==> src/rtl/ac2w_pkg.sv <==
package ac2w_pkg;

  typedef enum logic {
    ST_HUNT = 1'b0,
    ST_RX   = 1'b1
  } rx_state_e;

  // Bytes arrive last-of-word first: each new byte enters at the top
  // and the earlier ones move down one lane.
  function automatic logic [31:0] push_byte(input logic [31:0] word,
                                            input logic [7:0]  b);
    return {b, word[31:8]};
  endfunction

  // A byte is complete when the bit count is about to wrap.
  function automatic logic byte_last_bit(input logic [2:0] bit_cnt);
    return bit_cnt == 3'd7;
  endfunction

endpackage

==> src/rtl/ac2w_line_cond.sv <==
module ac2w_line_cond #(
  parameter int FILT_LEN = 3
) (
  input  logic clk,
  input  logic rst_n,
  input  logic line_i,
  output logic level_o,
  output logic fall_o
);
  localparam int CW = $clog2(FILT_LEN + 1);

  logic [1:0]    sync_q;
  logic          filt_q;
  logic          prev_q;
  logic [CW-1:0] cnt_q;

  always_ff @(posedge clk or negedge rst_n) begin
    if (!rst_n) begin
      sync_q <= 2'b11;
      filt_q <= 1'b1;
      prev_q <= 1'b1;
      cnt_q  <= '0;
    end else begin
      sync_q <= {sync_q[0], line_i};
      prev_q <= filt_q;
      if (sync_q[1] == filt_q) begin
        cnt_q <= '0;
      end else if (cnt_q == CW'(FILT_LEN - 1)) begin
        filt_q <= sync_q[1];
        cnt_q  <= '0;
      end else begin
        cnt_q <= cnt_q + 1'b1;
      end
    end
  end

  assign level_o = filt_q;
  assign fall_o  = prev_q & ~filt_q;

  // The filtered line needs a rise between two falls.
  AST_FALL_SPACED: assert property (@(posedge clk) disable iff (!rst_n)
    fall_o |=> !fall_o);

endmodule

==> src/rtl/ac2w_frame_fsm.sv <==
module ac2w_frame_fsm
  import ac2w_pkg::*;
#(
  parameter int WCW     = 8,
  parameter int TMO_CYC = 256
) (
  input  logic           clk,
  input  logic           rst_n,
  input  logic           fall_a_i,
  input  logic           fall_b_i,
  input  logic           lvl_a_i,
  input  logic           lvl_b_i,
  input  logic [WCW-1:0] word_count_i,
  output logic           word_valid_o,
  output logic [31:0]    word_data_o,
  output logic           frame_done_o,
  output logic           chk_err_o,
  output logic           frame_err_o
);
  localparam int BCW = WCW + 3;
  localparam int TW  = $clog2(TMO_CYC + 1);

  rx_state_e      state_q;
  logic           last_a_q;
  logic [2:0]     bit_cnt_q;
  logic [7:0]     shr_q;
  logic [BCW-1:0] byte_cnt_q;
  logic [31:0]    word_q;
  logic [7:0]     xor_q;
  logic           chk_seen_q, chk_bad_q;
  logic [WCW-1:0] nw_q;
  logic [2:0]     sync_cnt_q;
  logic [TW-1:0]  tmo_q;
  logic           valid_q, done_q, cerr_q, ferr_q;

  // Named events, used by the assertions.
  logic           any_fall, slot_a, slot_b, stop_ev, bit_ev, bit_val;
  logic           byte_ev, is_data, is_chk, tmo_hit, start_ev;
  logic [7:0]     byte_val;
  logic [BCW-1:0] n_data;

  always_comb begin
    any_fall = fall_a_i | fall_b_i;
    slot_a   = fall_a_i;
    slot_b   = fall_b_i & ~fall_a_i;
    stop_ev  = slot_a & last_a_q;
    bit_ev   = (slot_a & ~last_a_q) | (slot_b & last_a_q);
    bit_val  = slot_a ? lvl_b_i : lvl_a_i;
    byte_val = {shr_q[6:0], bit_val};
    byte_ev  = bit_ev & byte_last_bit(bit_cnt_q);
    n_data   = BCW'({nw_q, 2'b00});
    is_data  = byte_cnt_q < n_data;
    is_chk   = byte_cnt_q == n_data;
    tmo_hit  = !any_fall && (tmo_q == TW'(TMO_CYC - 1));
    start_ev = fall_b_i && !lvl_a_i && (sync_cnt_q == 3'd3);
  end

  always_ff @(posedge clk or negedge rst_n) begin
    if (!rst_n) begin
      state_q    <= ST_HUNT;
      last_a_q   <= 1'b0;
      bit_cnt_q  <= '0;
      shr_q      <= '0;
      byte_cnt_q <= '0;
      word_q     <= '0;
      xor_q      <= '0;
      chk_seen_q <= 1'b0;
      chk_bad_q  <= 1'b0;
      nw_q       <= '0;
      sync_cnt_q <= '0;
      tmo_q      <= '0;
      valid_q    <= 1'b0;
      done_q     <= 1'b0;
      cerr_q     <= 1'b0;
      ferr_q     <= 1'b0;
    end else begin
      valid_q <= 1'b0;
      done_q  <= 1'b0;
      cerr_q  <= 1'b0;
      ferr_q  <= 1'b0;
      if (state_q == ST_HUNT) begin
        nw_q  <= word_count_i;
        tmo_q <= '0;
        if (lvl_a_i)       sync_cnt_q <= '0;
        else if (fall_b_i) sync_cnt_q <= sync_cnt_q + 1'b1;
        if (start_ev) begin
          state_q    <= ST_RX;
          last_a_q   <= 1'b0;
          bit_cnt_q  <= '0;
          byte_cnt_q <= '0;
          xor_q      <= '0;
          chk_seen_q <= 1'b0;
          chk_bad_q  <= 1'b0;
          sync_cnt_q <= '0;
        end
      end else begin
        tmo_q <= any_fall ? '0 : tmo_q + 1'b1;
        if (tmo_hit) begin
          ferr_q  <= 1'b1;
          state_q <= ST_HUNT;
        end else if (stop_ev) begin
          state_q <= ST_HUNT;
          if (chk_seen_q) begin
            done_q <= 1'b1;
            cerr_q <= chk_bad_q;
          end else begin
            ferr_q <= 1'b1;
          end
        end else if (bit_ev) begin
          last_a_q  <= slot_a;
          shr_q     <= byte_val;
          bit_cnt_q <= bit_cnt_q + 1'b1;
          if (byte_ev) begin
            byte_cnt_q <= byte_cnt_q + 1'b1;
            if (is_data) begin
              xor_q  <= xor_q ^ byte_val;
              word_q <= push_byte(word_q, byte_val);
              if (byte_cnt_q[1:0] == 2'd3) valid_q <= 1'b1;
            end else if (is_chk) begin
              chk_seen_q <= 1'b1;
              chk_bad_q  <= (byte_val != xor_q);
            end else begin
              ferr_q  <= 1'b1;
              state_q <= ST_HUNT;
            end
          end
        end
      end
    end
  end

  assign word_valid_o = valid_q;
  assign word_data_o  = word_q;
  assign frame_done_o = done_q;
  assign chk_err_o    = cerr_q;
  assign frame_err_o  = ferr_q;

  AST_DONE_ERR_EXCL: assert property (@(posedge clk) disable iff (!rst_n)
    !(frame_done_o && frame_err_o));
  AST_CHKERR_IN_DONE: assert property (@(posedge clk) disable iff (!rst_n)
    chk_err_o |-> frame_done_o);
  AST_VALID_IN_RX: assert property (@(posedge clk) disable iff (!rst_n)
    word_valid_o |-> state_q == ST_RX);
  AST_DONE_TO_HUNT: assert property (@(posedge clk) disable iff (!rst_n)
    frame_done_o |-> state_q == ST_HUNT);
  AST_ERR_TO_HUNT: assert property (@(posedge clk) disable iff (!rst_n)
    frame_err_o |-> state_q == ST_HUNT);

endmodule

==> src/rtl/ac2w_rx.sv <==
module ac2w_rx #(
  parameter int WCW      = 8,
  parameter int FILT_LEN = 3,
  parameter int TMO_CYC  = 256
) (
  input  logic           clk,
  input  logic           rst_n,
  input  logic           line_a_i,
  input  logic           line_b_i,
  input  logic [WCW-1:0] word_count_i,
  output logic           word_valid_o,
  output logic [31:0]    word_data_o,
  output logic           frame_done_o,
  output logic           chk_err_o,
  output logic           frame_err_o
);
  localparam int NLINES = 2;

  logic [NLINES-1:0] raw_lines, lvl, fall;

  assign raw_lines = {line_b_i, line_a_i};

  for (genvar i = 0; i < NLINES; i++) begin : g_line
    ac2w_line_cond #(.FILT_LEN(FILT_LEN)) u_cond (
      .clk    (clk),
      .rst_n  (rst_n),
      .line_i (raw_lines[i]),
      .level_o(lvl[i]),
      .fall_o (fall[i])
    );
  end

  ac2w_frame_fsm #(.WCW(WCW), .TMO_CYC(TMO_CYC)) u_fsm (
    .clk         (clk),
    .rst_n       (rst_n),
    .fall_a_i    (fall[0]),
    .fall_b_i    (fall[1]),
    .lvl_a_i     (lvl[0]),
    .lvl_b_i     (lvl[1]),
    .word_count_i(word_count_i),
    .word_valid_o(word_valid_o),
    .word_data_o (word_data_o),
    .frame_done_o(frame_done_o),
    .chk_err_o   (chk_err_o),
    .frame_err_o (frame_err_o)
  );

endmodule

==> config.mk <==
export PLATFORM = sky130hd
export DESIGN_NAME = ac2w_rx
export DESIGN_NICKNAME = d
export VERILOG_FILES = /design/src/rtl/ac2w_pkg.sv /design/src/rtl/ac2w_line_cond.sv /design/src/rtl/ac2w_frame_fsm.sv /design/src/rtl/ac2w_rx.sv
export SDC_FILE = /design/constraint.sdc
export NUM_CORES = 1
export LEC_CHECK = 0
export ABC_CLOCK_PERIOD_IN_PS = 4650
export BUFFER_PORTS_ARGS = -buffer_cell sky130_fd_sc_hd__buf_2
export CORE_ASPECT_RATIO = 0.8
export CORE_MARGIN = 3
export CORE_UTILIZATION = 40
export CTS_CLUSTER_SIZE = 10
export DETAILED_ROUTE_END_ITERATION = 12
export PLACE_DENSITY = 0.59
export SLEW_MARGIN = 10
export SYNTH_ARGS = -nofsm -noshare
export SYNTH_HDL_FRONTEND = slang
export SYNTH_HIERARCHICAL = 1
export SYNTH_SLANG_ARGS = --single-unit
==> constraint.sdc <==
create_clock -name clk -period 4.65 [get_ports clk]
set_clock_uncertainty 0.05 [all_clocks]
set_input_delay 0.93 -clock clk [delete_from_list [all_inputs] [get_ports clk]]
set_output_delay 0.93 -clock clk [all_outputs]
set_load 0.02 [all_outputs]
==> impl_metrics.toml <==
[route]
drtAntennaViolNets = 0
routedWlPerCell_um = 15.3
wl_met3_um = 402
wl_met2_mm = 4.00
vias = 3143
drtIter0Drc = 195
wl_mm = 9.22
via_per_inst = 5.23
post-route-drc-count = 0
wl_met1_mm = 4.74
top_layer_used = "met4"
first_pass_iters = 4

[worst_setup_path]
endpoint = "u_fsm/word_data_o[10]"
crit_required_ns = 4.83
r2r_cells = 6
rr_startpoint = "u_fsm/byte_cnt_q[3]"
cp.depth = 6
crit_start = "u_fsm/byte_cnt_q[3]"
reg2reg_slack_ns = 1.66
path_delay_family = "compound AO/OA/AOI/OAI gates"
cp.arrival_ns = 3.17
cp-start-kind = "flop"
path_buf_inv = 0
cpPeakStageDelay_ns = 0.60
worstPathCellList = "ha_1, nor2b_1, o21ai_0, a211o_1, nand3_4, mux2_4"
end_kind = "flop"
critPathKind = "reg2reg"
worstPathMaxFanout = 32
cp_slowest_cell = "nand3_4"
worstReg2RegEnd = "u_fsm/word_data_o[10]"

[synth]
syn-cell-area_um2 = 4790
synth_area_per_cell_um2 = 12.0
ys.flop_type = "dfrtp_1"
synth.yosys.warnings = 6
synth_nets = 426
synth_cells = 398
async_flop_share_pct = 100
seq_area_frac_synth_pct = 53.0
ys_ff_latch = 101
synth_enable_flop_cells = 0
synth.distinct_cells = 48

[finish]
fillers = 1053
areaGrowthSynthToFinish_pct = 14.6
fin_nets = 476
drive_gt1_share_pct = 30.2
fin_cells = 601
diodes = 0
final_core_util_pct = 47.3

[placed_design]
io_buffer_count = 47
gp_congestion = 0.809
post-dp-hpwl_mm = 6.33
numPlacedInstances = 585

[sta]
period_minus_slack_ns = 2.99
slew_viol_final = 0
tightest_slew_ns = 1.06
hold_viol = 0
fin_tns_setup_ns = 0
fmaxAchievable_mhz = 334
worst_hold_slack_ns = 0.308
fin_crit_sh_pct = 64.3
setup_viol = 0
maxSlewHeadroom_pct = 29.3
rsz0062_at_grt = "no"

[power]
p_leak_nw = 2.73
ir_drop_mv = 0.296
power.density_nw_per_um2 = 397

[hold_path]
hold_depth = 0
hp-class = "reg2reg"

[global_route]
grt_max_degree = 78
grt_usage_pct = 14.3
globalRouteOverflowTotal = 0
antenna_found_initial = 0
grt_pass1_vias = 3032
grt_pass1_wl_mm = 15.5

[floorplan]
ios = 48
die_x_um = 128
core_area_um2 = 11600
dieArea_um2 = 13300
die_h_um = 104
rows = 35
start_util_pct = 41.3

[clock_network]
root_buffer = "clkbuf_16"
cts_setup_buffers = 0
numCtsBuffers = 9
clock_latency_ns = 0.35
cts_resized = 0
cts_tree = "done"
clkTransAtPathRegs_ns = 0.07
numClockSinks = 101
htree_num_levels = 3
cts_hold_buf = 0
cts_buffer_depth = 2

[status]
outcome = "finished, final reports clean"

[job]
max_cap_violations = 0
[where the power goes]
group,total (mW),internal (mW),switching (mW)
Clock,0.785,0.443,0.342
Sequential,1.05,0.969,0.0828
Combinational,0.343,0.148,0.195
[cell families (layout without fill, tap and decap cells)]
logic type / after synthesis / after routing / synth area share [%]
buffers and inverters: 32 / 87 / 3.03
flip-flops: 101 / 101 / 53.0
multiplexers: 51 / 51 / 14.3
AO/OA/AOI/OAI: 43 / 43 / 5.96
AND/OR/NAND/NOR: 134 / 134 / 15.7
adder cells (fa/ha/maj): 16 / 16 / 4.18
XOR/XNOR: 21 / 21 / 3.84
[per-stage QoR]
stage | area, um2 | setup slack, ns | total power [mW]
2_1_floorplan | 4790 | 2.25 | 1.31
3_3_place_gp | 5170 | 1.77 | 1.40
3_5_place_dp | 5170 | 1.65 | 1.42
4_1_cts | 5490 | 1.64 | 2.21
5_1_grt | 5490 | 1.50 | 2.29
6_report | 5490 | 1.66 | 2.18
[flip-flops by register name (all words and copies together), names as in the netlist, 2 cells and up]
signal                 cells
u_fsm/word_data_o         32
g_line.u_cond/prev_q       2
g_line.u_cond/cnt_q        4
u_fsm/bit_cnt_q            3
u_fsm/byte_cnt_q          11
u_fsm/xor_q                8
u_fsm/shr_q                7
u_fsm/nw_q                 8
g_line.u_cond/level_o      2
g_line.u_cond/sync_q       4
u_fsm/tmo_q                9
u_fsm/sync_cnt_q           3
[synthesized netlist by cell type (all sizes together) (8+ instances only)]
| cell type | n | area, um2 |
|---|---|---|
| dfrtp | 93 | 2330 |
| mux2 | 48 | 657 |
| nand2 | 35 | 131 |
| inv | 19 | 71.3 |
| nand3 | 19 | 108 |
| nor2 | 19 | 73.8 |
| ha | 16 | 200 |
| xnor2 | 16 | 140 |
| o21ai | 14 | 70.1 |
| nand4 | 11 | 68.8 |
| and3 | 10 | 62.6 |
| nor3 | 10 | 50.1 |
| a21oi | 9 | 45.0 |
| clkbuf | 8 | 30.0 |
| dfstp | 8 | 210 |
[cells in the final DEF, fill, tap and decap left out, types with 12 or more instances in the layout]
master	count
nand2_1	35
inv_1	19
o21ai_0	12
nor2_1	18
nand3_1	18
mux2_4	31
buf_2	46
xnor2_1	16
mux2_2	17
dfrtp_1	93
ha_1	16
[worst min-delay path by stage]
stage	from	to	slack [ns]
2_1_floorplan	g_line[0].u_cond/sync_q[0]	g_line[0].u_cond/sync_q[1]	0.30
4_1_cts	g_line[1].u_cond/sync_q[0]	g_line[1].u_cond/sync_q[1]	0.31
6_report	g_line[1].u_cond/sync_q[0]	g_line[1].u_cond/sync_q[1]	0.31
5_1_grt	g_line[1].u_cond/sync_q[0]	g_line[1].u_cond/sync_q[1]	0.32
3_5_place_dp	g_line[1].u_cond/sync_q[0]	g_line[1].u_cond/sync_q[1]	0.30
3_3_place_gp	g_line[1].u_cond/sync_q[0]	g_line[1].u_cond/sync_q[1]	0.30
[per-layer routing]
metal | up-vias | track usage (%)
met3 | 9 | 3.49
met2 | 61 | 20.0
met4 | 0 | 4.17
li1 | 1508 | -
met1 | 1565 | 21.9
met5 | - | 0
[cell type report]
type                            instances  area, um2  share of cell area [%]
Inverter                               19       71.3                    1.30
Clock buffer                           10        239                    4.35
Clock inverter                          6       75.1                    1.37
Sequential cell                       101       2540                    46.2
Multi-Input combinational cell        265       2110                    38.4
Tap cell                              148        185                    3.37
Timing Repair Buffer                   52        275                    5.01
Power figures use the tool's default switching activity.
